===== src/rtl/tmon_regfile.sv =====
module tmon_regfile #(
  parameter int AW = 8,
  parameter int DW = 16,
  parameter logic [15:0] CAP_WORD = 16'h0017
) (
  input  logic          clk,
  input  logic          rst_n,
  input  logic [AW-1:0] bus_addr,
  input  logic [DW-1:0] bus_wdata,
  input  logic          bus_wr,
  input  logic          evt_active,
  input  logic [DW-1:0] temp_in,
  output logic [DW-1:0] bus_rdata,
  output logic          cfg_mode,
  output logic          cfg_pol,
  output logic          cfg_crit_only,
  output logic          cfg_out_en,
  output logic          cfg_shutdown,
  output logic [1:0]    cfg_hyst,
  output logic          lock_alarm,
  output logic          lock_crit,
  output logic          clear_pulse,
  output logic [DW-1:0] thr_upper,
  output logic [DW-1:0] thr_lower,
  output logic [DW-1:0] thr_crit
);
  localparam logic [AW-1:0] A_CAP  = AW'(0);
  localparam logic [AW-1:0] A_CFG  = AW'(1);
  localparam logic [AW-1:0] A_UPR  = AW'(2);
  localparam logic [AW-1:0] A_LWR  = AW'(3);
  localparam logic [AW-1:0] A_CRT  = AW'(4);
  localparam logic [AW-1:0] A_TMP  = AW'(5);

  logic        wr_cfg, any_lock;
  logic [15:0] cfg_word;
  logic        unused_wbits;

  assign wr_cfg       = bus_wr && (bus_addr == A_CFG);
  assign any_lock     = lock_alarm | lock_crit;
  assign unused_wbits = ^{bus_wdata[15:11], bus_wdata[4]};

  assign cfg_word = {5'b0, cfg_hyst, cfg_shutdown, lock_crit, lock_alarm,
                     1'b0, evt_active, cfg_out_en, cfg_crit_only, cfg_pol, cfg_mode};

  always_ff @(posedge clk or negedge rst_n) begin
    if (!rst_n) begin
      cfg_mode      <= 1'b0;
      cfg_pol       <= 1'b0;
      cfg_crit_only <= 1'b0;
      cfg_out_en    <= 1'b0;
      cfg_shutdown  <= 1'b0;
      cfg_hyst      <= 2'b0;
      lock_alarm    <= 1'b0;
      lock_crit     <= 1'b0;
      clear_pulse   <= 1'b0;
      thr_upper     <= '0;
      thr_lower     <= '0;
      thr_crit      <= '0;
    end else begin
      clear_pulse <= wr_cfg && bus_wdata[5];
      if (wr_cfg) begin
        if (!any_lock) begin
          cfg_mode   <= bus_wdata[0];
          cfg_pol    <= bus_wdata[1];
          cfg_out_en <= bus_wdata[3];
        end
        if (!lock_alarm) cfg_crit_only <= bus_wdata[2];
        cfg_shutdown <= bus_wdata[8];
        cfg_hyst     <= bus_wdata[10:9];
        lock_alarm   <= lock_alarm | bus_wdata[6];
        lock_crit    <= lock_crit  | bus_wdata[7];
      end
      if (bus_wr && bus_addr == A_UPR && !lock_alarm) thr_upper <= bus_wdata;
      if (bus_wr && bus_addr == A_LWR && !lock_alarm) thr_lower <= bus_wdata;
      if (bus_wr && bus_addr == A_CRT && !lock_crit)  thr_crit  <= bus_wdata;
    end
  end

  always_comb begin
    case (bus_addr)
      A_CAP:   bus_rdata = DW'(CAP_WORD);
      A_CFG:   bus_rdata = DW'(cfg_word);
      A_UPR:   bus_rdata = thr_upper;
      A_LWR:   bus_rdata = thr_lower;
      A_CRT:   bus_rdata = thr_crit;
      A_TMP:   bus_rdata = temp_in;
      default: bus_rdata = '0;
    endcase
  end
endmodule



===== config.mk =====
export PLATFORM = sky130hd
export DESIGN_NAME = tmon_regfile
export DESIGN_NICKNAME = d
export VERILOG_FILES = /design/src/rtl/tmon_regfile.sv
export SDC_FILE = /design/constraint.sdc
export NUM_CORES = 1
export LEC_CHECK = 0
export BUFFER_PORTS_ARGS = -buffer_cell sky130_fd_sc_hd__buf_2
export CORE_ASPECT_RATIO = 1.4
export CORE_MARGIN = 5
export CORE_UTILIZATION = 49
export CTS_CLUSTER_DIAMETER = 120
export CTS_CLUSTER_SIZE = 24
export DETAILED_ROUTE_END_ITERATION = 8
export PLACE_DENSITY_LB_ADDON = 0.3
export SYNTH_ARGS = -nofsm -noshare
export SYNTH_HDL_FRONTEND = slang
export SYNTH_SLANG_ARGS = --single-unit

===== constraint.sdc =====
create_clock -name clk -period 1.7 [get_ports clk]
set_input_delay 0.34 -clock clk [delete_from_list [all_inputs] [get_ports clk]]
set_output_delay 0.34 -clock clk [all_outputs]
set_load 0.02 [all_outputs]

# Word-level counts from Yosys, hierarchy flattened
# Cells that the tools add are included.
[classes] eq_ne=5 mux=1 bitwise=5 reduce_logical=13
[op_table] cell="$pmux W16 S6" n=1
[op_table] cell="$eq A8 B2 Y1 const B" n=2
[op_table] cell="$eq A8 B3 Y1 const B" n=2
[op_table] cell="$eq A8 B1 Y1 const B" n=1
[op_table] cell="$logic_and A1 B1 Y1" n=8
[op_table] cell="$logic_not A8 Y1" n=1
[op_table] cell="$reduce_and A2 Y1" n=2
[op_table] cell="$or A1 B1 Y1" n=3
[op_table] cell="$logic_not A1 Y1" n=2
[op_table] cell="$not A1 Y1" n=2
[totals] regBits=58 input_bits=44 output_inout_bits=74 wordCells=36

# Logic depth before layout (Yosys ltp)
# Gate-level depths: netlist of run 1.
[depth] ltp_word=3 depth_mapped=5 mapped_depth_nobuf=3

# Worst setup path before layout of run 1
# OpenSTA, ideal clock, no wires.
[synth_timing] path_kind="input -> output" start="in bus_addr[7]" end="out bus_rdata[7]" arrival_time_ps=1512 required_time_ps=1360 slack_ps=-152 path_stages=4 n_path_buf=1 cell_sequence="nor3_4 -> nand2_1 -> clkbuf_1 -> a21oi_1"
[synth_via] elab_chain_len=2 elab_cells_between_ends=7 cone_classes="5 x eq/ne; 1 x mux; 1 x reduce/logical"
[synth_lines] element="start: declaration" line_no="8" source="input logic [AW-1:0] bus_addr,"
[synth_lines] element="$eq A8 B3 Y1, or another cell as far along" line_no="80" source="case (bus_addr)"
[synth_lines] element="$pmux W16 S6 *" line_no="80"
[synth_lines] element="end: declaration" line_no="13" source="output logic [DW-1:0] bus_rdata,"
# Mark *: on every way between the ends. The rest lies on a longest branch, timed or not.

# Worst setup path after layout of run 1
[layout_timing] start="reg cfg_hyst[1]" end="out bus_rdata[10]"
[layout_via] elab_chain_len=1
[layout_lines] element="start: declaration" line_no="19" source="output logic [1:0] cfg_hyst,"
[layout_lines] element="start signal: assignment" line_no="69" source="cfg_hyst <= bus_wdata[10:9];"
[layout_lines] element="$pmux W16 S6" line_no="80"
# Every way passes these cells.

==> impl_results.md, run 1 <==
* Status: complete, but fails checks
* Failing checks: negative setup slack
* FF+latch area at 1450 µm²
* Seq/Total Area, Yosys at 0.477
* Compound-Gate Fraction of Synth Area at 0.0801
* First-pass GRT wire length at 13,500 µm
* Drt initial violations at 98
* Flop pwr share at 0.456
* R2r startpoint: lock_alarm
* Post-Synth XOR/XNOR Area at 0
* Fin area at 4470 µm²
* Core Area at 6130 µm²
* Switching part of the total at 0.260
* Switching power at 0.854 mW
* # fillers at 439
* Post-synth top flop: dfrtp_1
* Clock Power Share at 0.366
* Critical path startpoint category: flop
* FF-to-FF path depth at 6
* IO Port Bufs at 117
* Post-synth EDFFs at 0
* CTS root buf: clkbuf_8
* Share of layout cells above drive strength 1 at 0.687
* Mux share of post-synthesis cell area at 0.305
* Placed cell count at 437
* Hold Startpoint: bus_wdata[6]
* Io pins at 118
* Non-filler instance count after layout at 471
* Dpl cell area at 4000 µm²
* Crit path kind: reg2out
* Worst slew margin at 0.705
* Number of max-slew violations in the final report at 0
* Antenna diodes at 0
* Clk sinks at 58
* Die Ht at 103 µm
* Clk Latency, worst-skew pair at 0.34 ns
* CTS clk-pin slew, worst paths at 0.07 ns
* RSZ-0062 raised after global routing: yes
* Die Wd at 76.6 µm
* CTS H-Tree Depth at 3
* Tot GR Track Use at 0.218
* Vias after detailed routing at 2,575
* TritonCTS clock tree: done
* Initial Utilization at 0.497
* Mapped Avg Cell Area at 13.2 µm²
* Combinational share of power at 0.178
* Reg2reg setup slack at 0.03 ns
* DR vias/cell at 5.47
* Fin crit share at 1.10
* Synth top area share at 0.477
* Drt total wl at 8620 µm
* CP arrival at 1.53 ns
* Cts bufs inserted at 9
* Post-synthesis cell area at 3040 µm²
* Peak supply drop at 0.667 mV
* Skew final at 0.0105 ns
* Power per Cell Area at 735 nW/µm²
* P&R area growth vs syn at 46.7%
* Min-Delay Path Depth at 2
* Reg2reg end: thr_lower[14]
* Synthesized Nets at 275
* Total gr overflow at 0
* Post-synth ARST share at 1.00
* Measured slew at the worst slew-check pin at 0.443 ns
* Yosys top cell by area: dfrtp_1
* Synth top area cells: dfrtp_1, mux2_2, mux2i_1
* PnR worst setup slack at -0.168 ns
* WL/cell at 18.3 µm
* Final hold vios at 0
* Hold Crit Endpoint: lock_alarm
* DRT antenna net count at 0
* Drc violations at 0
* Main combinational cell family by area after synthesis: multiplexers
* MaxCap Viol Count at 0
* Fmax at 535 MHz
* Initial antenna violation count at 0
* Die ar. at 7910 µm²
* Site Rows at 34
* Vias in the first global route at 2,692
* Setup violations, final at 10
* Multi-input logic area at 1640 µm²
* Yosys cell types at 34
* Final Power at 3.28 mW
* DP HPWL at 6170 µm
* Synth Area in Adders at 0
* Final min period at 1.87 ns
* Worst endpoint required time at 1.36 ns
* Largest net degree at the start of global routing at 42
* Mapped Cells at 231
* Worst hold path type: in2reg
* Final Wtd Congestion at 0.818
* Drt pass-1 iters at 4
* Synthesis-stage register bit count at 58
* Worst Path Max Fanout at 2
* Synth warn at 0
* Crit path capture type: primary output
* Fin nets at 439
* Post-Synth Simple-Gate Area at 0.108
* Worst-case clock buffer depth at 2
* Internal Pwr Total at 2.43 mW
* P_leak at 2.44 nW
## layer usage
| metal | share of wire | track usage |
|---|---|---|
| met2 | 0.54 | 0.387 |
| met5 | 0 | 0 |
| met4 | 0.026 | 0.106 |
| met1 | 0.38 | 0.246 |
| met3 | 0.055 | 0.0581 |
## worst max-delay path, stage by stage, from the launching register on
cell      delay, ns
dfrtp_1        0.39
mux2_2         0.26
a222oi_1       0.34
nor2_2         0.07
buf_6          0.14
## cells by family (layout without fill, tap and decap cells)
group | Yosys count | in the layout
multiplexers | 81 | 81
flip-flops | 58 | 58
AND/OR/NAND/NOR | 41 | 42
AO/OA/AOI/OAI | 36 | 36
buffers and inverters | 15 | 182
## cells in the mapped netlist (2+ instances only)
cell and number:
a211o_1 4, a21o_1 2, a21oi_1 9, a22oi_1 5, a31oi_1 3, and3b_1 6
buf_2 4, buf_4 2, buf_6 3, clkbuf_1 4, dfrtp_1 58, mux2_2 54
mux2_4 10, mux2i_1 16, nand2_1 5, nand2b_1 2, nand3_1 3, nand4_4 2
nor2_1 11, nor2b_1 2, nor3b_1 2, nor4b_4 2, o21ai_0 6, o22a_1 6
## final cells by class
cell class / instances / share of cell area
multi-input cells: 159 / 0.366
flip-flops and latches: 58 / 0.325
repair buffers: 166 / 0.246
clock buffers: 12 / 0.0325
well taps: 72 / 0.0202
clock inverters: 3 / 0.00897
inverters: 1 / 0.000841
## power by group through the flow
| stage | logic [mW] | registers [mW] | clock network (mW) |
|---|---|---|---|
| 2_1_floorplan | 0.201 | 1.59 | 0 |
| 3_3_place_gp | 0.516 | 1.52 | 0 |
| 3_5_place_dp | 0.527 | 1.52 | 0 |
| 4_1_cts | 0.566 | 1.49 | 1.23 |
| 5_1_grt | 0.629 | 1.50 | 1.29 |
| 6_report | 0.583 | 1.50 | 1.20 |
## cell usage in the layout (no fill, tap or decap), types with 2 or more instances in the layout
cell type | Yosys | final
a21oi_1 | 9 | 5
clkbuf_8 | 0 | 10
nand4_4 | 2 | 2
o21ai_0 | 6 | 3
nor3b_1 | 2 | 2
and3b_1 | 6 | 6
nor2b_1 | 2 | 2
a31oi_2 | 0 | 3
nand3_1 | 3 | 3
o22a_1 | 6 | 6
mux2i_1 | 16 | 16
o21ai_2 | 0 | 3
buf_2 | 4 | 105
clkinv_2 | 0 | 2
buf_4 | 2 | 43
buf_12 | 0 | 6
mux2_4 | 10 | 13
a21oi_4 | 0 | 3
a22oi_1 | 5 | 3
a211o_1 | 4 | 4
a22oi_2 | 0 | 2
nor4b_4 | 2 | 2
a21o_1 | 2 | 2
nand2b_2 | 0 | 2
clkbuf_1 | 4 | 2
mux2_2 | 54 | 51
nand2_1 | 5 | 4
dfrtp_1 | 58 | 57
nor2_2 | 0 | 8
buf_6 | 3 | 10
nand3_4 | 1 | 2
nor2_1 | 11 | 3
## timing repair
| item | 4_1_cts | 5_1_grt |
|---|---|---|
| cloned | 0 | 1 |
| setup endpoints to repair | 16 | 51 |
| hold buffers | 1 | 0 |
| resized for setup | 24 | 14 |
| pin swaps | 9 | 8 |
| endpoints found under the hold margin | 17 | 0 |
| buffers inserted | 13 | 5 |
## worst max path at each step
stage	start	end	cells after the start
4_1_cts	cfg_hyst[1]	bus_rdata[10]	4
3_3_place_gp	bus_addr[0]	bus_rdata[9]	6
3_5_place_dp	bus_addr[0]	bus_rdata[5]	7
2_1_floorplan	bus_addr[3]	bus_rdata[10]	4
5_1_grt	cfg_hyst[1]	bus_rdata[10]	4
6_report	cfg_hyst[1]	bus_rdata[10]	4
## sequential cells by signal, indices dropped and copies added (netlist names)
| name | cells |
|---|---|
| clear_pulse | 1 |
| thr_crit | 16 |
| cfg_out_en | 1 |
| cfg_pol | 1 |
| cfg_crit_only | 1 |
| cfg_hyst | 2 |
| thr_lower | 16 |
| lock_alarm | 1 |
| cfg_shutdown | 1 |
| cfg_mode | 1 |
| lock_crit | 1 |
| thr_upper | 16 |
## through the flow
stage                     TNS, ns  setup WS [ns]   util  hold slack [ns]
after global placement      -1.52        -0.0982  0.654            0.302
after detailed placement    -2.63         -0.167  0.654            0.304
after floorplan            -0.368        -0.0469      -           0.0444
after global routing        -1.48         -0.213  0.729            0.256
final                      -0.458         -0.168  0.729            0.251
after CTS                  -0.425         -0.157  0.711            0.240
No activity file was read; power rests on OpenSTA's default activity.
==> run 2, diff against run 1 <==
--- a/config.mk
+++ b/config.mk
@@ -5,10 +5,11 @@
 export SDC_FILE = /design/constraint.sdc
 export NUM_CORES = 1
 export LEC_CHECK = 0
+export ABC_AREA = 1
 export BUFFER_PORTS_ARGS = -buffer_cell sky130_fd_sc_hd__buf_2
 export CORE_ASPECT_RATIO = 1.4
 export CORE_MARGIN = 5
-export CORE_UTILIZATION = 49
+export CORE_UTILIZATION = 50
 export CTS_CLUSTER_DIAMETER = 120
 export CTS_CLUSTER_SIZE = 24
 export DETAILED_ROUTE_END_ITERATION = 8
==> impl_results.md, run 2 <==
* P&R area growth vs syn at 49.6%
* Initial antenna violation count at 0 (unchanged)
* DR vias/cell at 5.35 (-2.2%)
* Measured slew at the worst slew-check pin at 0.481 ns (+0.0379 ns)
* Core Area at 6210 µm² (+1.4%)
* Failing checks: negative setup slack
* Slowest cell on crit path: buf_12
* Post-synth EDFFs at 0 (unchanged)
* Site Rows at 34 (unchanged)
* Skew final at 0.00352 ns (-0.00698 ns)
* Worst slew margin at 0.679 (-0.0256)
* Vias after detailed routing at 3,299 (+28%)
* Die Wd at 77.7 µm (+1.4%)
* CTS H-Tree Depth at 3 (unchanged)
* Post-synth top flop: dfrtp_1
* Worst-case clock buffer depth at 2 (unchanged)
* Commonest cells in the netlist: nand2_1, nand3_1, dfrtp_1
* Mapped Avg Cell Area at 8.22 µm² (-38%)
* Synth top area cells: dfrtp_1, nand2_1, nand3_1
* Worst Path Max Fanout at 7 (+5)
* CTS clk-pin slew, worst paths at 0.06 ns (about the same)
* Critical Path, Cell by Cell: buf_12 -> inv_8 -> nand2_8 -> nor2_4 -> buf_12 -> buf_8 -> nand3_1 -> nand2_1 -> nor2_1 -> nand2_1 -> buf_6
* Worst endpoint required time at 1.36 ns (about the same)
* Peak supply drop at 0.507 mV (-24%)
* Mapped Cells at 390 (+69%)
* Largest net degree at the start of global routing at 59 (+40%)
* Final min period at 1.74 ns (-0.126 ns)
* Clk Latency, worst-skew pair at 0.33 ns (about the same)
* Met1 Usage GRT at 0.297 (+0.0515)
* Worst hold path type: in2async
* CP arrival at 1.40 ns (-0.13 ns)
* P_leak at 2.56 nW (+4.9%)
* RSZ-0062 raised after global routing: yes
* Cts bufs inserted at 9 (unchanged)
* Critical path startpoint category: input pin
* Yosys top cell by area: dfrtp_1
* PnR worst setup slack at -0.0422 ns (+0.126 ns)
* Hold buffer count at cts at 0 (-1)
* WL/cell at 17.4 µm (-5.0%)
* Synth top area share at 0.453 (-0.0240)
* Drt pass-1 iters at 4 (unchanged)
* Initial Utilization at 0.516 (+0.0192)
* Die ar. at 8140 µm² (+2.8%)
* Seq/Total Area, Yosys at 0.453 (-0.0240)
* Met3 Use GR at 0.0637 (+0.00562)
* Io pins at 118 (unchanged)
* Setup TNS at -0.0632 ns (+0.394 ns)
* Fmax at 574 MHz (+7.2%)
* Die Ht at 105 µm (+1.4%)
* Power per Cell Area at 598 nW/µm² (-19%)
* Number of max-slew violations in the final report at 0 (unchanged)
* Top flop regs: thr_crit x16, thr_lower x16, thr_upper x16
* Layer with the highest usage: met2
* Commonest cells after routing, fill and taps aside: buf_2, nand2_1, dfrtp_1
* Antenna diodes at 0 (unchanged)
* Post-synth ARST share at 1.00 (unchanged)
* DP HPWL at 6890 µm (+12%)
* Synth warn at 0 (unchanged)
* Dpl cell area at 4020 µm² (+0.37%)
* Commonest non-fill, non-tap cell in the layout: buf_2
* Final Wtd Congestion at 0.868 (+6.1%)
* Synthesized Nets at 434 (+58%)
* GRT met2 Usage at 0.438 (+0.0513)
* IO Port Bufs at 117 (unchanged)
* Tot GR Track Use at 0.254 (+0.0356)
* Final hold vios at 0 (unchanged)
* Post-synthesis cell area at 3210 µm² (+5.3%)
* CP top delay family: buffers and inverters
* Fin crit share at 1.02 (-0.0740)
* Synthesis-stage register bit count at 58 (unchanged)
* Share of layout cells above drive strength 1 at 0.495 (-0.191)
* Final core utilization at 0.772 (+0.0430)
* DRT antenna net count at 0 (unchanged)
* Crit path kind: in2out
* Fin Hold WS at 0.00613 ns (-0.244 ns)
* CTS root buf: clkbuf_8
* Total gr overflow at 0 (unchanged)
* Fin area at 4790 µm² (+7.4%)
* Crit path capture type: primary output
* Buffers plus inverters on the worst setup path at 5 (+4)
* Status: complete, but fails checks
* Drc violations at 0 (unchanged)
* TritonCTS clock tree: done
* Worst path max stage delay at 0.14 ns (-0.25 ns)
* MaxCap Viol Count at 0 (unchanged)
* Setup violations, final at 3 (-7)
* Fin nets at 584 (+33%)
* Drt total wl at 10,700 µm (+24%)
* First-pass GRT wire length at 16,700 µm (+23%)
* Clk sinks at 58 (unchanged)
* Vias in the first global route at 3,362 (+25%)
* Drt initial violations at 282 (+190%)
* Yosys cell types at 23 (-32%)
* Most instantiated library cell after synthesis: nand2_1
[run 2: area by class of cell]
class                      count  area (µm²)
clock inverter                 2        10.0
multi-input combinational    272        1660
clock buffer                  14         173
timing repair buffer         157        1210
sequential                    58        1450
inverter                      42         203
fill                         424        1420
tap                           72        90.1
[run 2: per-layer routing]
layer	vias to the layer above	part of all wire	wire, µm
li1	1571	-	-
met1	1560	0.36	3870
met2	146	0.54	5820
met3	22	0.070	753
met4	0	0.027	291
met5	-	0	0
[run 2: worst reg2reg max path, stage by stage (launching register included)]
cell     delay, ns
dfrtp_1       0.43
nor2_2        0.32
nand2_4       0.35
nand2_1       0.19
o21ai_2       0.06
[run 2: final timing paths]
kind | start | end | slack, ns | cells past startpoint
setup / recovery | bus_addr[2] | bus_rdata[2] | -0.04 | 11
hold / removal | rst_n | lock_alarm | 0.006 | 2
setup reg to reg | lock_alarm | thr_lower[1] | 0.23 | 4
hold reg to reg | thr_upper[9] | thr_upper[9] | 0.49 | 2
max in group asynchronous | rst_n | thr_lower[12] | 1.44 | 2
min in group clk | bus_wdata[3] | cfg_out_en | 0.29 | 3
[run 2: power breakdown]
part | switching, mW | internal, mW
Sequential | 0.00473 | 1.39
Combinational | 0.178 | 0.132
Clock | 0.520 | 0.645
Total | 0.703 | 2.16
[run 2: cells by family after synthesis]
| kind of cell | share of synthesized area |
|---|---|
| AO/OA/AOI/OAI | 0.119 |
| buffers and inverters | 0.102 |
| flip-flops | 0.453 |
| AND/OR/NAND/NOR | 0.326 |
[run 2: repair_timing]
action                     in CTS  in global routing
pin swaps                      15                 43
setup endpoints to repair      16                 16
setup buffers                   7                  6
resized for setup              56                 68
cloned                          2                  0
[run 2: stage by stage]
stage / total power [mW] / cells / setup slack [ns]
2_1_floorplan: 1.50 / 390 / 0.132
3_3_place_gp: 1.64 / 589 / -0.101
3_5_place_dp: 1.64 / 589 / -0.122
4_1_cts: 2.85 / 614 / 0.000294
5_1_grt: 2.98 / 617 / -0.127
6_report: 2.86 / 617 / -0.0422
==> run 3, diff against run 2 <==
--- a/config.mk
+++ b/config.mk
@@ -10,6 +10,7 @@
 export CORE_ASPECT_RATIO = 1.4
 export CORE_MARGIN = 5
 export CORE_UTILIZATION = 50
+export CTS_BUF_LIST = sky130_fd_sc_hd__clkbuf_16
 export CTS_CLUSTER_DIAMETER = 120
 export CTS_CLUSTER_SIZE = 24
 export DETAILED_ROUTE_END_ITERATION = 8
==> impl_results.md, run 3 (same netlist as run 2, synthesis figures left out) <==
* Status: complete, but fails checks
* Failing checks: negative setup slack
* Crit path capture type: primary output
* Clk sinks at 58 (unchanged)
* P_leak at 2.56 nW (about the same)
* Die Wd at 77.7 µm (unchanged)
* Fin Hold WS at 0.00809 ns (+0.00196 ns)
* Final Wtd Congestion at 0.868 (unchanged)
* Crit path kind: in2out
* Layer with the highest usage: met2
* WL/cell at 17.5 µm (+0.39%)
* CTS H-Tree Depth at 3 (unchanged)
* RSZ-0062 raised after global routing: yes
* Number of max-slew violations in the final report at 0 (unchanged)
* Peak supply drop at 0.657 mV (+30%)
* Skew final at 0.00369 ns (+0.000169 ns)
* CP arrival at 1.43 ns (+0.03 ns)
* Vias after detailed routing at 3,345 (+1.4%)
* Placed cell count at 589 (unchanged)
* Fin crit share at 1.04 (+0.0183)
* Power per Cell Area at 680 nW/µm² (+14%)
* Reg2reg setup slack at 0.19 ns (-0.04 ns)
* Critical path startpoint category: input pin
* Met1 Usage GRT at 0.302 (+0.00514)
* Total gr overflow at 0 (unchanged)
* Drc violations at 0 (unchanged)
* Top flop regs: thr_crit x16, thr_lower x16, thr_upper x16
* Core Area at 6210 µm² (unchanged)
* CTS root buf: clkbuf_16
* Io pins at 118 (unchanged)
* Final min period at 1.77 ns (+0.0311 ns)
* Clk Latency, worst-skew pair at 0.32 ns (about the same)
* Met3 Use GR at 0.0637 (unchanged)
* Worst endpoint required time at 1.36 ns (about the same)
* CTS clk-pin slew, worst paths at 0.05 ns (about the same)
* Non-filler instance count after layout at 614 (-0.49%)
* Fin area at 4770 µm² (-0.60%)
* Fin nets at 581 (-0.51%)
* Commonest cells after routing, fill and taps aside: buf_2, nand2_1, dfrtp_1
* Measured slew at the worst slew-check pin at 0.475 ns (-0.00539 ns)
* MaxCap Viol Count at 0 (unchanged)
* TritonCTS clock tree: done
* Dpl cell area at 4020 µm² (unchanged)
* Worst hold path type: in2async
* Die Ht at 105 µm (unchanged)
* Tot GR Track Use at 0.258 (+0.00378)
* Worst slack at placement at -0.122 ns (unchanged)
* Worst Path Max Fanout at 4 (-3)
* Initial antenna violation count at 0 (unchanged)
* Site Rows at 34 (unchanged)
* R2r startpoint: lock_alarm
* Final hold vios at 0 (unchanged)
* Cts bufs inserted at 9 (unchanged)
* Setup violations, final at 4 (+1)
* DP HPWL at 6890 µm (unchanged)
* First-pass GRT wire length at 16,900 µm (+1.5%)
* Share of layout cells above drive strength 1 at 0.474 (-0.0212)
* Worst slew margin at 0.683 (+0.00360)
* Worst-case clock buffer depth at 2 (unchanged)
* Drt initial violations at 239 (-15%)
* PnR worst setup slack at -0.0733 ns (-0.0311 ns)
* GRT met2 Usage at 0.445 (+0.00717)
* Fmax at 564 MHz (-1.8%)
* Vias in the first global route at 3,433 (+2.1%)
* FF-to-FF path depth at 4 (unchanged)
* Drt pass-1 iters at 4 (unchanged)
* Commonest non-fill, non-tap cell in the layout: buf_2
* Die ar. at 8140 µm² (unchanged)
* Largest net degree at the start of global routing at 59 (unchanged)
* IO Port Bufs at 117 (unchanged)
* Antenna diodes at 0 (unchanged)
* Reg2reg end: thr_lower[1]
* DR vias/cell at 5.45 (+1.9%)
* DRT antenna net count at 0 (unchanged)
* Initial Utilization at 0.516 (unchanged)
* Drt total wl at 10,700 µm (about the same)
* P&R area growth vs syn at 48.7%
run 3: cell types whose count changed in the layout (fill, tap and decap cells not counted), moves of 3 or more:
cell	delta
clkbuf_8	-12
clkbuf_16	+9
nand3_1	+5
nand3_2	-4
clkinv_1	+3
buf_12	-3
buf_6	-3
nand2_2	+4
run 3: power breakdown:
group / leakage [nW] / internal, mW / switching [mW]
sequential: 0.794 / 1.39 / 0.00467
clock: 0.134 / 0.952 / 0.598
combinational: 1.63 / 0.124 / 0.173
total: 2.56 / 2.46 / 0.776
run 3: cell type report:
class / count / area [µm²]
Timing Repair Buffer: 153 / 1160
Clock buffer: 9 / 225
Clock inverter: 7 / 28.8
Tap cell: 72 / 90.1
Multi-Input combinational cell: 273 / 1620
Sequential cell: 58 / 1450
Inverter: 42 / 198
Fill cell: 423 / 1450
run 3: critical path, stage by stage:
cell	delay [ns]
buf_8	0.11
inv_6	0.04
buf_4	0.12
nor2_1	0.08
nand3_1	0.16
nor3_1	0.28
nor2_1	0.09
nand2_1	0.10
buf_6	0.12
run 3: worst max-delay path by stage:
stage | endpoint | start | slack (ns) | depth (start not counted)
6_report | bus_rdata[2] | bus_addr[2] | -0.07 | 9
2_1_floorplan | bus_rdata[4] | bus_addr[5] | 0.13 | 9
4_1_cts | bus_rdata[2] | bus_addr[2] | -0.01 | 11
3_3_place_gp | bus_rdata[2] | bus_addr[0] | -0.10 | 10
3_5_place_dp | bus_rdata[2] | bus_addr[2] | -0.12 | 10
5_1_grt | bus_rdata[2] | bus_addr[2] | -0.07 | 9
run 3: repair_timing:
action	CTS	global route
hold buffers	0	0
buffers inserted	5	3
setup endpoints to repair	16	16
gates cloned	3	0
pin swaps	16	32
resized for setup	61	45
run 3: routing by layer:
layer | up-vias | part of all wire
li1 | 1570 | -
met1 | 1604 | 0.37
met2 | 149 | 0.54
met3 | 22 | 0.071
met4 | 0 | 0.022
met5 | - | 0
run 3: per-stage QoR:
stage | TNS (ns) | util | total power, mW
6_report | -0.102 | 0.767 | 3.24
5_1_grt | -0.664 | 0.767 | 3.34
4_1_cts | -0.0184 | 0.740 | 3.23
3_5_place_dp | -2.67 | 0.647 | 1.64
3_3_place_gp | -1.55 | 0.647 | 1.64
2_1_floorplan | 0 | - | 1.50
